--- src/rtl/rtc_alarm_pkg.sv ---
package rtc_alarm_pkg;

    localparam int BYTE_W   = 8;
    localparam int N_FIELDS = 4;
    localparam int FLAG_BIT = 6;

    // window offsets; alarm fields are contiguous starting at OFS_ALM_BASE
    localparam int OFS_FLAGS    = 0;
    localparam int OFS_ALM_BASE = 2;
    localparam int OFS_CTRL     = 6;

    // field index inside the alarm set
    localparam int IDX_SEC  = 0;
    localparam int IDX_MIN  = 1;
    localparam int IDX_HOUR = 2;
    localparam int IDX_DATE = 3;

    typedef enum logic [2:0] {
        RPT_MONTH,
        RPT_DAY,
        RPT_HOUR,
        RPT_MIN,
        RPT_SEC
    } rpt_e;

    typedef struct packed {
        logic [BYTE_W-1:0] date;
        logic [BYTE_W-1:0] hour;
        logic [BYTE_W-1:0] min;
        logic [BYTE_W-1:0] sec;
    } tfields_t;

    function automatic int unsigned bcd_val(input logic [7:0] b);
        return 32'(b[7:4]) * 10 + 32'(b[3:0]);
    endfunction

    function automatic logic field_ok(input int idx, input logic [7:0] v);
        logic ok;
        case (idx)
            IDX_SEC, IDX_MIN: ok = bcd_val(v & 8'h7F) <= 59;
            IDX_HOUR:         ok = bcd_val(v & 8'h3F) <= 23;
            default:          ok = (bcd_val(v & 8'h1F) >= 1) && (bcd_val(v & 8'h1F) <= 31);
        endcase
        return ok;
    endfunction

    // masks ordered {date, hour, min, sec}
    function automatic rpt_e rpt_decode(input logic [3:0] m);
        rpt_e r;
        case (m)
            4'b0000: r = RPT_MONTH;
            4'b1000: r = RPT_DAY;
            4'b1100: r = RPT_HOUR;
            4'b1110: r = RPT_MIN;
            default: r = RPT_SEC;
        endcase
        return r;
    endfunction

endpackage

--- src/rtl/rtc_alarm_regs.sv ---
module rtc_alarm_regs
    import rtc_alarm_pkg::*;
#(
    parameter int WIN_AW = 4
) (
    input  logic              clk,
    input  logic              rst,
    input  logic              wr_en,
    input  logic [WIN_AW-1:0] addr,
    input  logic [7:0]        wdata,
    output tfields_t          alm,
    output logic [7:0]        ctrl,
    output logic              armed
);

    logic [7:0]          fld_q [N_FIELDS];
    logic [N_FIELDS-1:0] accept;
    logic [7:0]          ctrl_q;
    logic                armed_q;

    for (genvar i = 0; i < N_FIELDS; i++) begin : g_fld
        localparam int OFS = OFS_ALM_BASE + i;
        assign accept[i] = wr_en && (addr == WIN_AW'(OFS)) && field_ok(i, wdata);

        always_ff @(posedge clk) begin
            if (rst)
                fld_q[i] <= '0;
            else if (accept[i])
                fld_q[i] <= wdata;
        end
    end

    always_ff @(posedge clk) begin
        if (rst) begin
            ctrl_q  <= '0;
            armed_q <= 1'b0;
        end else begin
            if (wr_en && (addr == WIN_AW'(OFS_CTRL)))
                ctrl_q <= wdata;
            if (|accept)
                armed_q <= 1'b1;
        end
    end

    assign alm.sec  = fld_q[IDX_SEC];
    assign alm.min  = fld_q[IDX_MIN];
    assign alm.hour = fld_q[IDX_HOUR];
    assign alm.date = fld_q[IDX_DATE];
    assign ctrl     = ctrl_q;
    assign armed    = armed_q;

endmodule

--- src/rtl/rtc_alarm_match.sv ---
module rtc_alarm_match
    import rtc_alarm_pkg::*;
(
    input  tfields_t alm,
    input  tfields_t now,
    output rpt_e     mode,
    output logic     hit
);

    logic eq_s, eq_m, eq_h, eq_d;

    always_comb begin
        eq_s = (alm.sec[6:0]  == now.sec[6:0]);
        eq_m = (alm.min[6:0]  == now.min[6:0]);
        eq_h = (alm.hour[5:0] == now.hour[5:0]);
        eq_d = (alm.date[5:0] == now.date[5:0]);
        mode = rpt_decode({alm.date[7], alm.hour[7], alm.min[7], alm.sec[7]});
        case (mode)
            RPT_MONTH: hit = eq_d && eq_h && eq_m && eq_s;
            RPT_DAY:   hit = eq_h && eq_m && eq_s;
            RPT_HOUR:  hit = eq_m && eq_s;
            RPT_MIN:   hit = eq_s;
            default:   hit = 1'b1;
        endcase
    end

endmodule

--- src/rtl/rtc_alarm_event.sv ---
module rtc_alarm_event (
    input  logic clk,
    input  logic rst,
    input  logic fire,
    input  logic clr,
    output logic irq,
    output logic flag
);

    logic irq_q, flag_q;

    always_ff @(posedge clk) begin
        if (rst) begin
            irq_q  <= 1'b0;
            flag_q <= 1'b0;
        end else begin
            irq_q <= fire;
            if (fire)
                flag_q <= 1'b1;
            else if (clr)
                flag_q <= 1'b0;
        end
    end

    assign irq  = irq_q;
    assign flag = flag_q;

endmodule

--- src/rtl/rtc_alarm.sv ---
module rtc_alarm
    import rtc_alarm_pkg::*;
#(
    parameter int WIN_AW = 4
) (
    input  logic              clk,
    input  logic              rst,
    input  logic              bus_sel,
    input  logic              bus_wr,
    input  logic              bus_rd,
    input  logic [WIN_AW-1:0] bus_addr,
    input  logic [7:0]        bus_wdata,
    output logic [7:0]        bus_rdata,
    input  logic [7:0]        cur_sec,
    input  logic [7:0]        cur_min,
    input  logic [7:0]        cur_hour,
    input  logic [7:0]        cur_date,
    input  logic              sec_tick,
    output logic              alarm_irq,
    output logic              alarm_flag
);

    tfields_t   fields_w;
    tfields_t   now_w;
    logic [7:0] ctrl_w;
    logic       armed_w;
    rpt_e       mode_w;
    logic       hit_w;
    logic       wr_en, rd_en, flag_rd;
    logic [7:0] rd_mux;
    logic [7:0] rdata_q;

    assign wr_en   = bus_sel && bus_wr;
    assign rd_en   = bus_sel && bus_rd;
    assign flag_rd = rd_en && (bus_addr == WIN_AW'(OFS_FLAGS));

    assign now_w.sec  = cur_sec;
    assign now_w.min  = cur_min;
    assign now_w.hour = cur_hour;
    assign now_w.date = cur_date;

    rtc_alarm_regs #(.WIN_AW(WIN_AW)) regs_i (
        .clk   (clk),
        .rst   (rst),
        .wr_en (wr_en),
        .addr  (bus_addr),
        .wdata (bus_wdata),
        .alm   (fields_w),
        .ctrl  (ctrl_w),
        .armed (armed_w)
    );

    rtc_alarm_match match_i (
        .alm  (fields_w),
        .now  (now_w),
        .mode (mode_w),
        .hit  (hit_w)
    );

    rtc_alarm_event event_i (
        .clk  (clk),
        .rst  (rst),
        .fire (sec_tick && armed_w && hit_w),
        .clr  (flag_rd),
        .irq  (alarm_irq),
        .flag (alarm_flag)
    );

    always_comb begin
        rd_mux = '0;
        if (bus_addr == WIN_AW'(OFS_FLAGS))               rd_mux[FLAG_BIT] = alarm_flag;
        else if (bus_addr == WIN_AW'(OFS_ALM_BASE + IDX_SEC))  rd_mux = fields_w.sec;
        else if (bus_addr == WIN_AW'(OFS_ALM_BASE + IDX_MIN))  rd_mux = fields_w.min;
        else if (bus_addr == WIN_AW'(OFS_ALM_BASE + IDX_HOUR)) rd_mux = fields_w.hour;
        else if (bus_addr == WIN_AW'(OFS_ALM_BASE + IDX_DATE)) rd_mux = fields_w.date;
        else if (bus_addr == WIN_AW'(OFS_CTRL))           rd_mux = ctrl_w;
    end

    always_ff @(posedge clk) begin
        if (rst)
            rdata_q <= '0;
        else if (rd_en)
            rdata_q <= rd_mux;
    end

    assign bus_rdata = rdata_q;

    logic unused_mode;
    assign unused_mode = ^mode_w;

endmodule

--- config.mk ---
export PLATFORM = sky130hd
export DESIGN_NAME = rtc_alarm
export DESIGN_NICKNAME = d
export VERILOG_FILES = /design/src/rtl/rtc_alarm_pkg.sv /design/src/rtl/rtc_alarm_regs.sv /design/src/rtl/rtc_alarm_match.sv /design/src/rtl/rtc_alarm_event.sv /design/src/rtl/rtc_alarm.sv
export SDC_FILE = /design/constraint.sdc
export NUM_CORES = 1
export LEC_CHECK = 0
export ABC_AREA = 1
export CAP_MARGIN = 20
export CORE_MARGIN = 4
export CORE_UTILIZATION = 54
export CTS_BUF_LIST = sky130_fd_sc_hd__clkbuf_8
export CTS_CLUSTER_DIAMETER = 100
export DETAILED_ROUTE_END_ITERATION = 7
export PLACE_DENSITY = 0.8
export SLEW_MARGIN = 15
export SYNTH_ARGS = -nofsm -noshare
export SYNTH_HDL_FRONTEND = slang
export SYNTH_SLANG_ARGS = --single-unit
--- constraint.sdc ---
create_clock -name clk -period 2.8 [get_ports clk]
set_input_delay 0.28 -clock clk [delete_from_list [all_inputs] [get_ports clk]]
set_output_delay 0.28 -clock clk [all_outputs]
set_load 0.005 [all_outputs]
==> metrics.yaml <==
design.core.area_um2: 5570
max_freq_mhz: 401
worst-setup-path-type: "input port to register"
cp_slowest_stage_delay_ns: 0.50
switching_share_pct: 26.4
crit_buf_inv: 2
path_cells: "clkdlybuf4s50_1 -> ha_1 -> fa_1 -> nand2_2 -> nand2_2 -> o22ai_1 -> o21ai_4 -> nand2_4 -> nand2_1 -> nand2_1 -> buf_12"
area_delta_synth_final_pct: 23.5
internal_power_mw: 1.23
syn_inst: 414
nets: 532
wirelength_mm: 7.71
grt_max_degree: 20
fin_crit_sh_pct: 89.0
antenna_found_initial: 0
cts_made_buffers: 5
numPortBuffers: 53
combPwrFrac_pct: 18.1
whs_ns: 0.454
vias_per_cell: 5.21
dieHeight_um: 84.5
power_frac_clock_pct: 30.9
synth_area_leader_cell: "edfxtp_1"
synth-async-reset-ratio_pct: 0
synth.cell_area_um2: 3160
grt_overflow_total: 0
min_path_type: "register to register"
worstHoldEndpoint: "regs_i.ctrl[7]$_SDFFE_PP0P_"
p_seq_share_pct: 51.0
postCtsSetupRepairBufs: 0
status: "completed"
drive_gt1_share_pct: 13.1
htreeDepth: 2
arrival_ns: 2.52
drt_iter0_drc: 311
end_kind: "register"
synth_area_per_cell_um2: 7.63
cts_sinks: 51
syn_nets: 473
hold_start: "regs_i.ctrl[7]$_SDFFE_PP0P_"
place.gp.congestion: 0.891
synth-edff-count: 32
vdd.ir_drop.worst_mv: 0.271
maxCapViolCount: 0
synthFlopType: "edfxtp_1"
grt_pass1_vias: 2770
rows: 27
slew_headroom_pct: 75.2
synth_top_area_share_pct: 30.4
yosysSeqAreaShare_pct: 42.5
netlist_top_cells_area: "edfxtp_1, nand2_1, dfxtp_1"
ios: 60
antennaDiodeCount: 0
regToRegSetupSlack_ns: 1.46
powerDensity_nw_per_um2: 429
clock_path_buffers: 2
cp_slowest_cell: "clkdlybuf4s50_1"
root_buffer: "clkbuf_8"
die_area_um2: 7140
worst_setup_path_start_kind: "input port"
power_mw: 1.67
r2r-start: "regs_i.fld_q[0][7]$_SDFFCE_PN0P_"
slew_viol_final: 0
reg2regPathDepth: 9
worst_pin_slew_ns: 0.371
wl_per_cell_um: 14.1
cp_top_family: "adder cells"
grt_usage_pct: 22.2
rsz0062_at_grt: "no"
post-route-drc-count: 0
drtAntennaViolNets: 0
synth_common_cells: "nand2_1, nor2_1, inv_1"
worst_skew_pair.late_latency_ns: 0.31
dp_hpwl_mm: 6.02
dpl_worst_slack_ns: 0.0467
multi_input_area_um2: 1550
fin_skew_ns: 0.00888
cts-resized-gates: 0
min_period_ns: 2.49
die_w_um: 84.5
setup_viol: 0
leakagePower_nw: 1.68
cp.required_ns: 2.83
cts_tree: "yes"
power_switching_mw: 0.441
yosysMostFrequentCell: "nand2_1"
start_util_pct: 56.7
ys_types: 32
min_delay_path_depth: 2
finalHoldViolations: 0
path_max_fanout: 8
fillers: 468
vias: 2846
ys_seq_elements: 51
cts_hold_buf: 0
reg2reg_to: "event_i.flag$_SDFFE_PP0P_"
clk_pin_slew_worst_paths_ns: 0.09
ys_warn_count: 0
grt_pass1_wl_mm: 12.7
regArea_um2: 1340
fin_setup_tns_ns: 0
finalWorstSetupSlack_ns: 0.308
first_pass_iters: 5
[worst max-delay path by stage]
stage                  from                           endpoint  slack (ns)  cells past startpoint
6_report       bus_wdata[4]  regs_i.fld_q[0][11]$_SDFFCE_PN0P_        0.31                     11
5_1_grt        bus_wdata[4]   regs_i.fld_q[0][8]$_SDFFCE_PN0P_        0.24                     11
4_1_cts        bus_wdata[4]  regs_i.fld_q[0][11]$_SDFFCE_PN0P_        0.29                     11
3_5_place_dp   bus_wdata[4]   regs_i.fld_q[0][5]$_SDFFCE_PN0P_        0.05                     10
3_3_place_gp   bus_wdata[4]   regs_i.fld_q[0][5]$_SDFFCE_PN0P_        0.12                     10
2_1_floorplan  bus_wdata[1]  regs_i.fld_q[0][10]$_SDFFCE_PN0P_        0.70                      9
[state kept, by name, indices dropped and copies added, names as in the netlist]
signal and cells:
regs_i.fld_q 32, bus_rdata 8, regs_i.ctrl 8, event_i.flag 1, event_i.irq 1, regs_i.armed 1
[tightest hold or removal path, cell delays in order, from the launching register on]
cell	delay, ns
dfxtp_1	0.32
inv_1	0.05
a21oi_1	0.05
[per-layer routing]
metal,GRT usage (%),wire length (µm),part of all wire [%]
met4,8.49,204,2.6
met5,0,0,0
met2,38.2,3730,48
met3,4.32,609,7.9
met1,27.6,3170,41
[per-stage QoR]
stage | cell area [µm²] | std cells | util (%)
floorplan | 3160 | 414 | -
global placement | 3790 | 538 | 67.9
detailed placement | 3790 | 538 | 67.9
CTS | 3900 | 546 | 69.9
global route | 3900 | 546 | 69.9
finish | 3900 | 546 | 69.9
[layout by cell type, fill, tap and decap left out, types with 2 or more instances in the layout]
cell type / n
nand3_2: 4
a21oi_1: 20
ha_1: 8
clkdlybuf4s50_1: 53
o22ai_1: 2
inv_2: 8
inv_1: 55
o21ai_0: 9
clkbuf_8: 5
nand2_2: 4
nor2_1: 59
nand2_1: 119
dfxtp_1: 19
nand3_1: 11
nand4_1: 8
xnor2_1: 8
xor2_1: 3
buf_4: 3
edfxtp_1: 32
nand3_4: 2
o21ai_1: 2
nor2_2: 18
a21oi_2: 9
[final cells by class]
| class | instances | share of cell area (%) |
|---|---|---|
| multi-input combinational | 295 | 39.6 |
| sequential | 51 | 34.4 |
| timing repair buffer | 57 | 14.7 |
| inverter | 63 | 6.07 |
| tap | 72 | 2.31 |
| clock buffer | 5 | 1.77 |
| clock inverter | 3 | 1.12 |
[cell families (layout without fill, tap and decap cells)]
logic type / after synthesis / count (layout) / synth area share [%]
simple gates: 230 / 230 / 33.3
buf+inv: 68 / 128 / 8.60
flops: 51 / 51 / 42.5
compound gates: 45 / 45 / 8.80
xor+xnor: 11 / 11 / 3.05
fa+ha+maj: 9 / 9 / 3.80
[power by group through the flow]
| stage | clock network [mW] | logic, mW | registers [mW] |
|---|---|---|---|
| 5_1_grt | 0.545 | 0.339 | 0.857 |
| 3_3_place_gp | 0 | 0.290 | 0.869 |
| 4_1_cts | 0.517 | 0.301 | 0.853 |
| 2_1_floorplan | 0 | 0.177 | 0.862 |
| 6_report | 0.516 | 0.302 | 0.853 |
| 3_5_place_dp | 0 | 0.298 | 0.870 |
Power figures use the tool's default switching activity.
